## config.mk

```make
export PLATFORM = sky130hd
export DESIGN_NAME = strobe_fifo
export DESIGN_NICKNAME = d
export VERILOG_FILES = /design/src/rtl/sfifo_pkg.sv /design/src/rtl/sfifo_rst_sync.sv /design/src/rtl/sfifo_sync.sv /design/src/rtl/sfifo_mem.sv /design/src/rtl/strobe_fifo.sv
export SDC_FILE = /design/constraint.sdc
export NUM_CORES = 1
export LEC_CHECK = 0
export BUFFER_PORTS_ARGS = -buffer_cell sky130_fd_sc_hd__buf_2
export CORE_ASPECT_RATIO = 1.75
export CORE_UTILIZATION = 30
export CTS_BUF_LIST = sky130_fd_sc_hd__clkbuf_16
export DETAILED_ROUTE_END_ITERATION = 12
export PLACE_DENSITY = 0.53
export SYNTH_ARGS = -nofsm -noshare
export SYNTH_HDL_FRONTEND = slang
export SYNTH_HIERARCHICAL = 1
export SYNTH_SLANG_ARGS = --single-unit
```

## constraint.sdc

```tcl
create_clock -name clk -period 4 [get_ports clk]
set_clock_uncertainty 0.05 [all_clocks]
set_input_delay 0.6 -clock clk [delete_from_list [all_inputs] [get_ports clk]]
set_output_delay 0.6 -clock clk [all_outputs]
set_load 0.05 [all_outputs]
```

## src/rtl/sfifo_pkg.sv

```systemverilog
package sfifo_pkg;
   // synchronized strobe: current level plus a one-cycle falling-edge mark
   typedef struct packed {
      logic lvl;
      logic fall;
   } strobe_t;
endpackage

```

## src/rtl/sfifo_rst_sync.sv

```systemverilog
module sfifo_rst_sync #(
   parameter int STAGES = 2
) (
   input  logic clk,
   input  logic arst_n,
   output logic rst_o
);
   logic [STAGES-1:0] chain;

   generate
      if (STAGES < 2) begin : g_bad_stages
         $error("sfifo_rst_sync needs at least two stages");
      end
   endgenerate

   always_ff @(posedge clk or negedge arst_n) begin
      if (!arst_n) chain <= '0;
      else         chain <= {chain[STAGES-2:0], 1'b1};
   end

   assign rst_o = ~chain[STAGES-1];
endmodule

```

## src/rtl/sfifo_sync.sv

```systemverilog
module sfifo_sync
   import sfifo_pkg::*;
#(
   parameter int STAGES = 2
) (
   input  logic    clk,
   input  logic    rst_i,
   input  logic    async_in,
   output strobe_t strobe_o
);
   logic [STAGES-1:0] chain;
   logic              prev;

   generate
      if (STAGES < 2) begin : g_bad_stages
         $error("sfifo_sync needs at least two stages");
      end
   endgenerate

   always_ff @(posedge clk or posedge rst_i) begin
      if (rst_i) begin
         chain <= '0;
         prev  <= 1'b0;
      end else begin
         chain <= {chain[STAGES-2:0], async_in};
         prev  <= chain[STAGES-1];
      end
   end

   assign strobe_o.lvl  = chain[STAGES-1];
   assign strobe_o.fall = prev & ~chain[STAGES-1];
endmodule

```

## src/rtl/sfifo_mem.sv

```systemverilog
module sfifo_mem #(
   parameter int DATA_W = 4,
   parameter int DEPTH  = 64,
   localparam int AW    = $clog2(DEPTH)
) (
   input  logic              clk,
   input  logic              we,
   input  logic [AW-1:0]     waddr,
   input  logic [DATA_W-1:0] wdata,
   input  logic [AW-1:0]     raddr,
   output logic [DATA_W-1:0] rdata
);
   logic [DATA_W-1:0] cells [DEPTH];

   always_ff @(posedge clk) begin
      if (we) cells[waddr] <= wdata;
   end

   assign rdata = cells[raddr];
endmodule

```

## src/rtl/strobe_fifo.sv

```systemverilog
module strobe_fifo
   import sfifo_pkg::*;
#(
   parameter int DATA_W      = 4,
   parameter int DEPTH       = 64,
   parameter int SYNC_STAGES = 2
) (
   input  logic              clk,
   input  logic              mrst_n,
   input  logic              shift_in,
   input  logic [DATA_W-1:0] wr_data,
   output logic              in_ready,
   input  logic              shift_out,
   output logic [DATA_W-1:0] rd_data,
   output logic              out_ready,
   input  logic              drive_n,
   output logic              rd_drive
);
   localparam int AW = $clog2(DEPTH);
   localparam int PW = AW + 1;

   generate
      if (DEPTH < 2 || (DEPTH & (DEPTH - 1)) != 0) begin : g_bad_depth
         $error("strobe_fifo DEPTH must be a power of two");
      end
      if (DATA_W < 1) begin : g_bad_width
         $error("strobe_fifo DATA_W must be positive");
      end
   endgenerate

   logic              rst_i;
   strobe_t           si_s, so_s;
   logic [PW-1:0]     wptr, rptr, fill;
   logic              wr_hold, rd_hold, out_rdy_q;
   logic [DATA_W-1:0] dout_q, mem_rd;
   logic              full, has_word, load, commit, accept, advance, present;

   sfifo_rst_sync #(.STAGES(SYNC_STAGES)) u_rst (
      .clk(clk), .arst_n(mrst_n), .rst_o(rst_i));
   sfifo_sync #(.STAGES(SYNC_STAGES)) u_si (
      .clk(clk), .rst_i(rst_i), .async_in(shift_in), .strobe_o(si_s));
   sfifo_sync #(.STAGES(SYNC_STAGES)) u_so (
      .clk(clk), .rst_i(rst_i), .async_in(shift_out), .strobe_o(so_s));

   sfifo_mem #(.DATA_W(DATA_W), .DEPTH(DEPTH)) u_mem (
      .clk(clk), .we(load), .waddr(wptr[AW-1:0]), .wdata(wr_data),
      .raddr(rptr[AW-1:0]), .rdata(mem_rd));

   // occupancy from pointers carrying a wrap bit
   assign fill     = wptr - rptr;
   assign full     = (fill == PW'(DEPTH));
   assign has_word = (fill != '0);

   // write side: store while strobe high, commit on its falling edge
   assign in_ready = ~wr_hold & ~full;
   assign load     = si_s.lvl & in_ready;
   assign commit   = wr_hold & si_s.fall;

   always_ff @(posedge clk or posedge rst_i) begin
      if (rst_i) begin
         wptr    <= '0;
         wr_hold <= 1'b0;
      end else if (load) begin
         wr_hold <= 1'b1;
      end else if (commit) begin
         wr_hold <= 1'b0;
         wptr    <= wptr + PW'(1);
      end
   end

   // read side: flag drops while strobe high, pointer moves on its fall
   assign accept  = out_rdy_q & so_s.lvl;
   assign advance = rd_hold & so_s.fall;
   assign present = ~out_rdy_q & ~rd_hold & has_word;

   always_ff @(posedge clk or posedge rst_i) begin
      if (rst_i) begin
         rptr      <= '0;
         rd_hold   <= 1'b0;
         out_rdy_q <= 1'b0;
         dout_q    <= '0;
      end else if (accept) begin
         out_rdy_q <= 1'b0;
         rd_hold   <= 1'b1;
      end else if (advance) begin
         rd_hold   <= 1'b0;
         rptr      <= rptr + PW'(1);
      end else if (present) begin
         dout_q    <= mem_rd;
         out_rdy_q <= 1'b1;
      end
   end

   assign out_ready = out_rdy_q;
   assign rd_drive  = ~drive_n;
   assign rd_data   = drive_n ? '0 : dout_q;
endmodule

```

=== After elaboration in Yosys (flattened, before gate mapping) ===
Memories as Yosys holds them, arrays and structs flattened. A register that Yosys moved wholly into a read port is not among the register bits.
Index checks and enable logic that the tools add are counted.

* Add/subtract/negate cells: 3
* Multiply operators: 0
* Divide/modulo/power cells: 0
* Order comparisons: 0
* Equality and inequality tests: 2
* Shift operators: 0
* Muxes and demuxes: 10
* Bitwise operators: 19
* Reduce and logical (&&, ||, !) cells: 9

{| class="wikitable"
|+ Operator list
! cell !! number
|-
| adder 7 x 1 -> 7 bit, second input constant || 2
|-
| NOT 1 bit || 10
|-
| bitwise AND 1 bit || 9
|-
| two-way mux 1 bit || 9
|-
| equality test 7 bit, second input constant || 1
|-
| nonzero test 7 bit || 1
|-
| subtractor 7 bit || 1
|-
| AND reduction 2 bit || 3
|-
| nonzero test 2 bit || 3
|-
| two-way mux 4 bit || 1
|-
| AND reduction 3 bit || 1
|-
| inequality test 2 bit, second input constant || 1
|-
| logical NOT 1 bit || 1
|}

* Register bits after elaboration: 25
* Latch bits: 0
* RAM bits: 256
* ROM bits: 0
* Bits of input ports: 9
* Output and inout bits: 7
* Logic and storage cells: 54
* Memories: 1

{| class="wikitable"
|+ Memories
! memory !! depth !! bits a word !! rd ports !! clocked after memory_dff !! write ports !! RTL line !! source
|-
| u_mem.cells || 64 || 4 || 1 || 1 || 1 || sfifo_mem.sv:13 || <nowiki>logic [DATA_W-1:0] cells [DEPTH];</nowiki>
|}

=== Depth between registers and ports, before layout ===
* Word-level depth: 7
* Depth in mapped cells: 10
* Depth with buffers taken out: 10

=== By module ===
The synthesis kept the hierarchy.

{| class="wikitable"
|+ Modules (own cells, without submodules)
! module !! times used !! cells each !! area an instance (µm²)
|-
| sfifo_mem || 1 || 517 || 10327.4
|-
| strobe_fifo || 1 || 113 || 1171.1
|-
| sfifo_sync || 2 || 6 || 100.1
|-
| sfifo_rst_sync || 1 || 4 || 57.6
|}

=== Worst setup path after synthesis ===
No wires, ideal clock.

* Kind: register to register
* Start point: register rptr[4]
* End point: memory u_mem.cells[62][0], enable pin
* Library setup time: 0.330 ns
* Arrival time: 2.642 ns
* Slack: 0.978 ns
* Cell stages (with the launch flop): 11
* Clock period less this slack: 3.022 ns
* Cell sequence: dfrtp_1 inv_1 ha_1 and4_1 o21ai_1 a31oi_1 or2_2 a21oi_1 nor2b_1 nand3_1 nor2_1

* Cells in the longest elaborated chain, start to end: 7

{| class="wikitable"
|+ Ends and longest elaborated chain
! item !! RTL line !! source
|-
| start, declared || strobe_fifo.sv:33 || <nowiki>logic [PW-1:0] wptr, rptr, fill;</nowiki>
|-
| start signal, assigned || strobe_fifo.sv:87 || <nowiki>rptr <= rptr + PW'(1);</nowiki>
|-
| subtractor 7 bit || strobe_fifo.sv:50 || <nowiki>assign fill = wptr - rptr;</nowiki>
|-
| equality test 7 bit || strobe_fifo.sv:51 || <nowiki>assign full = (fill == PW'(DEPTH));</nowiki>
|-
| NOT 1 bit || strobe_fifo.sv:55 || <nowiki>assign in_ready = ~wr_hold & ~full;</nowiki>
|-
| bitwise AND 1 bit || strobe_fifo.sv:55 ||
|-
| bitwise AND 1 bit || strobe_fifo.sv:56 || <nowiki>assign load = si_s.lvl & in_ready;</nowiki>
|-
| named net load || strobe_fifo.sv:36 || <nowiki>logic full, has_word, load, commit, accept, advance, present;</nowiki>
|-
| two-way mux 1 bit || sfifo_mem.sv:16 || <nowiki>if (we) cells[waddr] <= wdata;</nowiki>
|-
| two-way mux 1 bit (not written as such) || sfifo_mem.sv:16 ||
|-
| end, declared || sfifo_mem.sv:13 ||
|}

The timed path passes the listed nets, and every way through them passes these cells.

=== Worst setup path in the final report ===
* Start point: register wptr[4]
* End point: memory u_mem.cells[0][2], enable pin

* Cells in the longest elaborated chain, start to end: 7

{| class="wikitable"
|+ Ends and longest elaborated chain
! item !! RTL line !! source
|-
| start, declared || strobe_fifo.sv:33 ||
|-
| start signal, assigned || strobe_fifo.sv:67 || <nowiki>wptr <= wptr + PW'(1);</nowiki>
|-
| subtractor 7 bit || strobe_fifo.sv:50 ||
|-
| equality test 7 bit || strobe_fifo.sv:51 ||
|-
| NOT 1 bit || strobe_fifo.sv:55 ||
|-
| bitwise AND 1 bit || strobe_fifo.sv:55 ||
|-
| bitwise AND 1 bit || strobe_fifo.sv:56 ||
|-
| named net load || strobe_fifo.sv:36 ||
|-
| two-way mux 1 bit || sfifo_mem.sv:16 ||
|-
| two-way mux 1 bit (not written as such) || sfifo_mem.sv:16 ||
|}

The timed path passes the listed nets, and every way through them passes these cells.

==> results.txt <==
The flow ran to the end, and the final reports show no timing, DRC or antenna violations. For this design the top-level I/O count stands at 16. The number of unique standard cell types used by synthesis was 62. For the number of global-route vias before repair, the log shows 6143. Uppermost layer routed: met4. The relative area change from synthesis to final layout came out at 11.7%.

Share of power burned in the clock network: 0.289. The most common flop cell mapped by yosys is sky130_fd_sc_hd__edfxtp_1. Total track usage: 0.131. Path class of the lowest-slack min-delay path: register to asynchronous set/reset pin. The wire length on met1 is 9.25 mm. The synthesized design contains 256 enable-type register cells.

The post-synthesis area per instance was 18.2 sq um; the die outline area was 40000 sq um. For this run the aggregate overflow at the end of global routing stands at 0. STA classifies the critical path startpoint as a register. The top cell types in the final layout, fill and taps aside, are sky130_fd_sc_hd__edfxtp_1 (256), sky130_fd_sc_hd__nor2_1 (80), sky130_fd_sc_hd__mux4_2 (46). For this design, the sink count on the clock tree is 285. The sequential area share after synthesis came out at 0.716.

The most common cell after layout, fill and taps aside is sky130_fd_sc_hd__edfxtp_1. The net switching power was 2470 uW; the timing-limited maximum frequency was 273 MHz. Entering global routing, the biggest net connects 68 pins. Total power for the finished layout comes to 8090 uW. The internal power of the cells totals 5620 uW. The critical path goes through ha_1 > and4_1 > o21ai_1 > a31oi_1 > or2_2 > a21oi_1 > buf_4 > nor2b_1 > nand2_1 > nor2_1. The later pin in the worst-skew pair is clocked with a latency of 0.53 ns. The critical path is of the register to register type.

The worst vdd rail ir drop is 437 uV. Data arrives at the worst endpoint at 3.80 ns. The cell sitting at the root of the clock tree is a sky130_fd_sc_hd__clkbuf_16.

Startpoint of the worst-slack reg-to-reg timing path: wptr[4]$_DFFE_PP0P_. The tools report the H-tree depth as 1. The clock period could shrink to 3.66 ns.

sky130_fd_sc_hd__edfxtp_1 takes more of the synthesized area than any other cell. The routed length per instance came out at 22.0 um. The clock passes through at most 3 buffers. The floorplan has 95 rows. The max-slew violation count was 0.

During synthesis, Yosys emitted a total of 6 warnings. The analysis attributes to cell leakage a power of 0.00423 uW. At the pin with the least slew margin, the transition time is 1.08 ns.

In this run the standard cell core region covers 38500 sq um. Summed over all layers, the routed wires come to 25.8 mm. For the buffers inserted during post-CTS setup optimization, the log shows 0. The final weighted congestion of routability-driven global placement was 0.859.

Highest-delay cell along the critical path: sky130_fd_sc_hd__dfrtp_1. Total met2 wirelength after detailed routing: 14.8 mm. The run gives 636 um as the sum of met3 wire segment lengths after detailed routing. Power spread over the standard cell area amounts to 616 nW/um^2.

The tools report the number of antenna violations at the first check in global routing as 0. Setup repair after global routing left no endpoint under its margin. The setup violation total in the final timing report is 0.

The combinational fraction of design power came out at 0.285. The first global-routing pass estimated 37.9 mm of wire. In the final design database the tool counted 690 nets. The mapped netlist covers 11800 sq um. In this run the worst path has a maximum fanout of 13.

The count of endpoints failing hold in the final timing report was 0; the number of cells upsized or downsized after cts was 0. In this run the remaining antenna-violating nets after routing total 0. Average via count per standard cell: 4.98. The launching instance or port of the critical path is wptr[4]$_DFFE_PP0P_. The fraction of power spent switching nets works out to 0.305. The share of power burned in registers was 0.426. The share of async-settable or async-resettable flops after synthesis was 0.102. Detailed routing inserted a total of 5851 vias. TritonCTS built the clock tree.

The total clock buffers created by CTS came out at 24. The relative slew slack came out at 0.282. On the worst path, the slowest cell contributes a delay of 0.52 ns. The tool flagged a number of max-cap violations equal to 0. The run gives 0 as the total inserted antenna cells. The share of the synthesized area in the top cell type was 0.654. Detailed placement finished with a half-perimeter wire length of 17.2 mm. For this block, the initial DRC count from the detailed router was 278. The first-pass iteration count of the detailed router is 4, and the accumulated negative setup slack is 0 ns. The worst setup path is captured at a register. From left edge to right edge, the die measures 152 um. Measured along the y axis, the die boundary spans 264 um.

The post-synth net total was 663. By area the synthesized netlist is led by sky130_fd_sc_hd__edfxtp_1 (65%), sky130_fd_sc_hd__mux4_2 (8.8%), sky130_fd_sc_hd__dfrtp_1 (6.2%). The portion of the clock cycle consumed by the worst path in the final layout was 0.915.

Number of hold-repair buffers added at the cts stage: 1. The fraction of layout cells with a size suffix above 1 is 0.181. After detailed routing, the number of remaining DRC violations is 0.

The cell count after synthesis came out at 646. After synthesis the netlist holds a flip-flop and latch count of 285. The effective utilization at floorplan was 0.305; the required time of the critical path was 4.14 ns. Clock-pin slew was measured on the worst setup and hold paths at 0.07 ns.

During placement, the flow inserted port buffers numbering 15.
[critical path, delay by kind of cell, from the launching register on]
kind | cells | cell delay [ns]
AOI/OAI and AO/OA | 3 | 0.41
adders and majority gates | 1 | 0.41
buffers and inverters | 1 | 0.16
DFF | 1 | 0.52
and+or+nand+nor | 5 | 1.78
[metal layers]
| layer | track usage | vias to the layer above |
|---|---|---|
| li1 | - | 2619 |
| met1 | 0.137 | 3063 |
| met2 | 0.254 | 122 |
| met3 | 0.0109 | 47 |
| met4 | 0.0629 | 0 |
| met5 | 0 | - |
[cells by family after synthesis]
logic type / after synthesis / synth area share
buffers and inverters: 47 / 0.0244
XOR/XNOR: 14 / 0.0104
multiplexers: 75 / 0.140
flip-flops: 285 / 0.716
AND/OR/NAND/NOR: 162 / 0.0673
adder cells (fa/ha/maj): 8 / 0.00851
other: 1 / 0.000319
AO/OA/AOI/OAI: 54 / 0.0338
[area by class of cell]
cell class	count	area [sq um]
fillers	3655	25400
flip-flops and latches	285	8420
multi-input cells	314	3060
clock buffers	25	626
well taps	485	607
repair buffers	30	203
clock inverters	19	160
inverters	18	67.6
[cells in the mapped netlist, types with 8 or more instances]
master,count
sky130_fd_sc_hd__edfxtp_1,256
sky130_fd_sc_hd__nor2_1,80
sky130_fd_sc_hd__mux4_2,46
sky130_fd_sc_hd__dfrtp_1,29
sky130_fd_sc_hd__mux4_1,19
sky130_fd_sc_hd__nand2_1,18
sky130_fd_sc_hd__nand3_1,18
sky130_fd_sc_hd__inv_1,17
sky130_fd_sc_hd__clkbuf_1,11
sky130_fd_sc_hd__nor2b_1,10
sky130_fd_sc_hd__a21oi_1,9
sky130_fd_sc_hd__a22oi_1,9
sky130_fd_sc_hd__xnor2_1,9
sky130_fd_sc_hd__ha_1,8
sky130_fd_sc_hd__nand2b_1,8
sky130_fd_sc_hd__o21ai_0,8
[sequential cells by signal (all words and copies together), names as in the netlist]
signal,count
rptr,7
u_si/chain,2
u_so/chain,2
rd_hold,1
wptr,7
u_mem/cells,256
dout_q,4
wr_hold,1
u_rst/chain,2
u_si/prev,1
u_so/prev,1
out_ready,1
[stage by stage]
| stage | worst slack, ns | instances | hold slack [ns] | instance area, sq um | util |
|---|---|---|---|---|---|
| after floorplan | 0.978 | 646 | 0.0612 | 11800 | - |
| after global placement | 0.420 | 1131 | 0.107 | 12300 | 0.320 |
| after detailed placement | 0.405 | 1131 | 0.117 | 12300 | 0.320 |
| after CTS | 0.378 | 1176 | 0.109 | 13100 | 0.341 |
| after global routing | 0.117 | 1176 | 0.110 | 13100 | 0.341 |
| final | 0.341 | 1176 | 0.103 | 13100 | 0.341 |
[power by group through the flow]
stage | logic [uW] | clock network [uW] | registers, uW
global route | 2470 | 2490 | 3460
CTS | 2350 | 2390 | 3450
floorplan | 1740 | 0 | 3510
detailed placement | 2350 | 0 | 3510
finish | 2310 | 2330 | 3450
global placement | 2350 | 0 | 3510
[path summary, 6_finish.rpt]
path	slack, ns	cells after the start	end
min in group clk	0.12	1	u_so/chain[0]$_DFF_PP0_
min	0.10	2	u_so/chain[1]$_DFF_PP0_
max	0.34	10	u_mem/cells[0][2]$_DFFE_PP_
min reg2reg	0.10	2	u_so/chain[1]$_DFF_PP0_
max in group asynchronous	2.86	2	rptr[0]$_DFFE_PP0P_
max reg2reg	0.34	10	u_mem/cells[0][2]$_DFFE_PP_
Note: power is estimated with default switching activity, not from simulation.
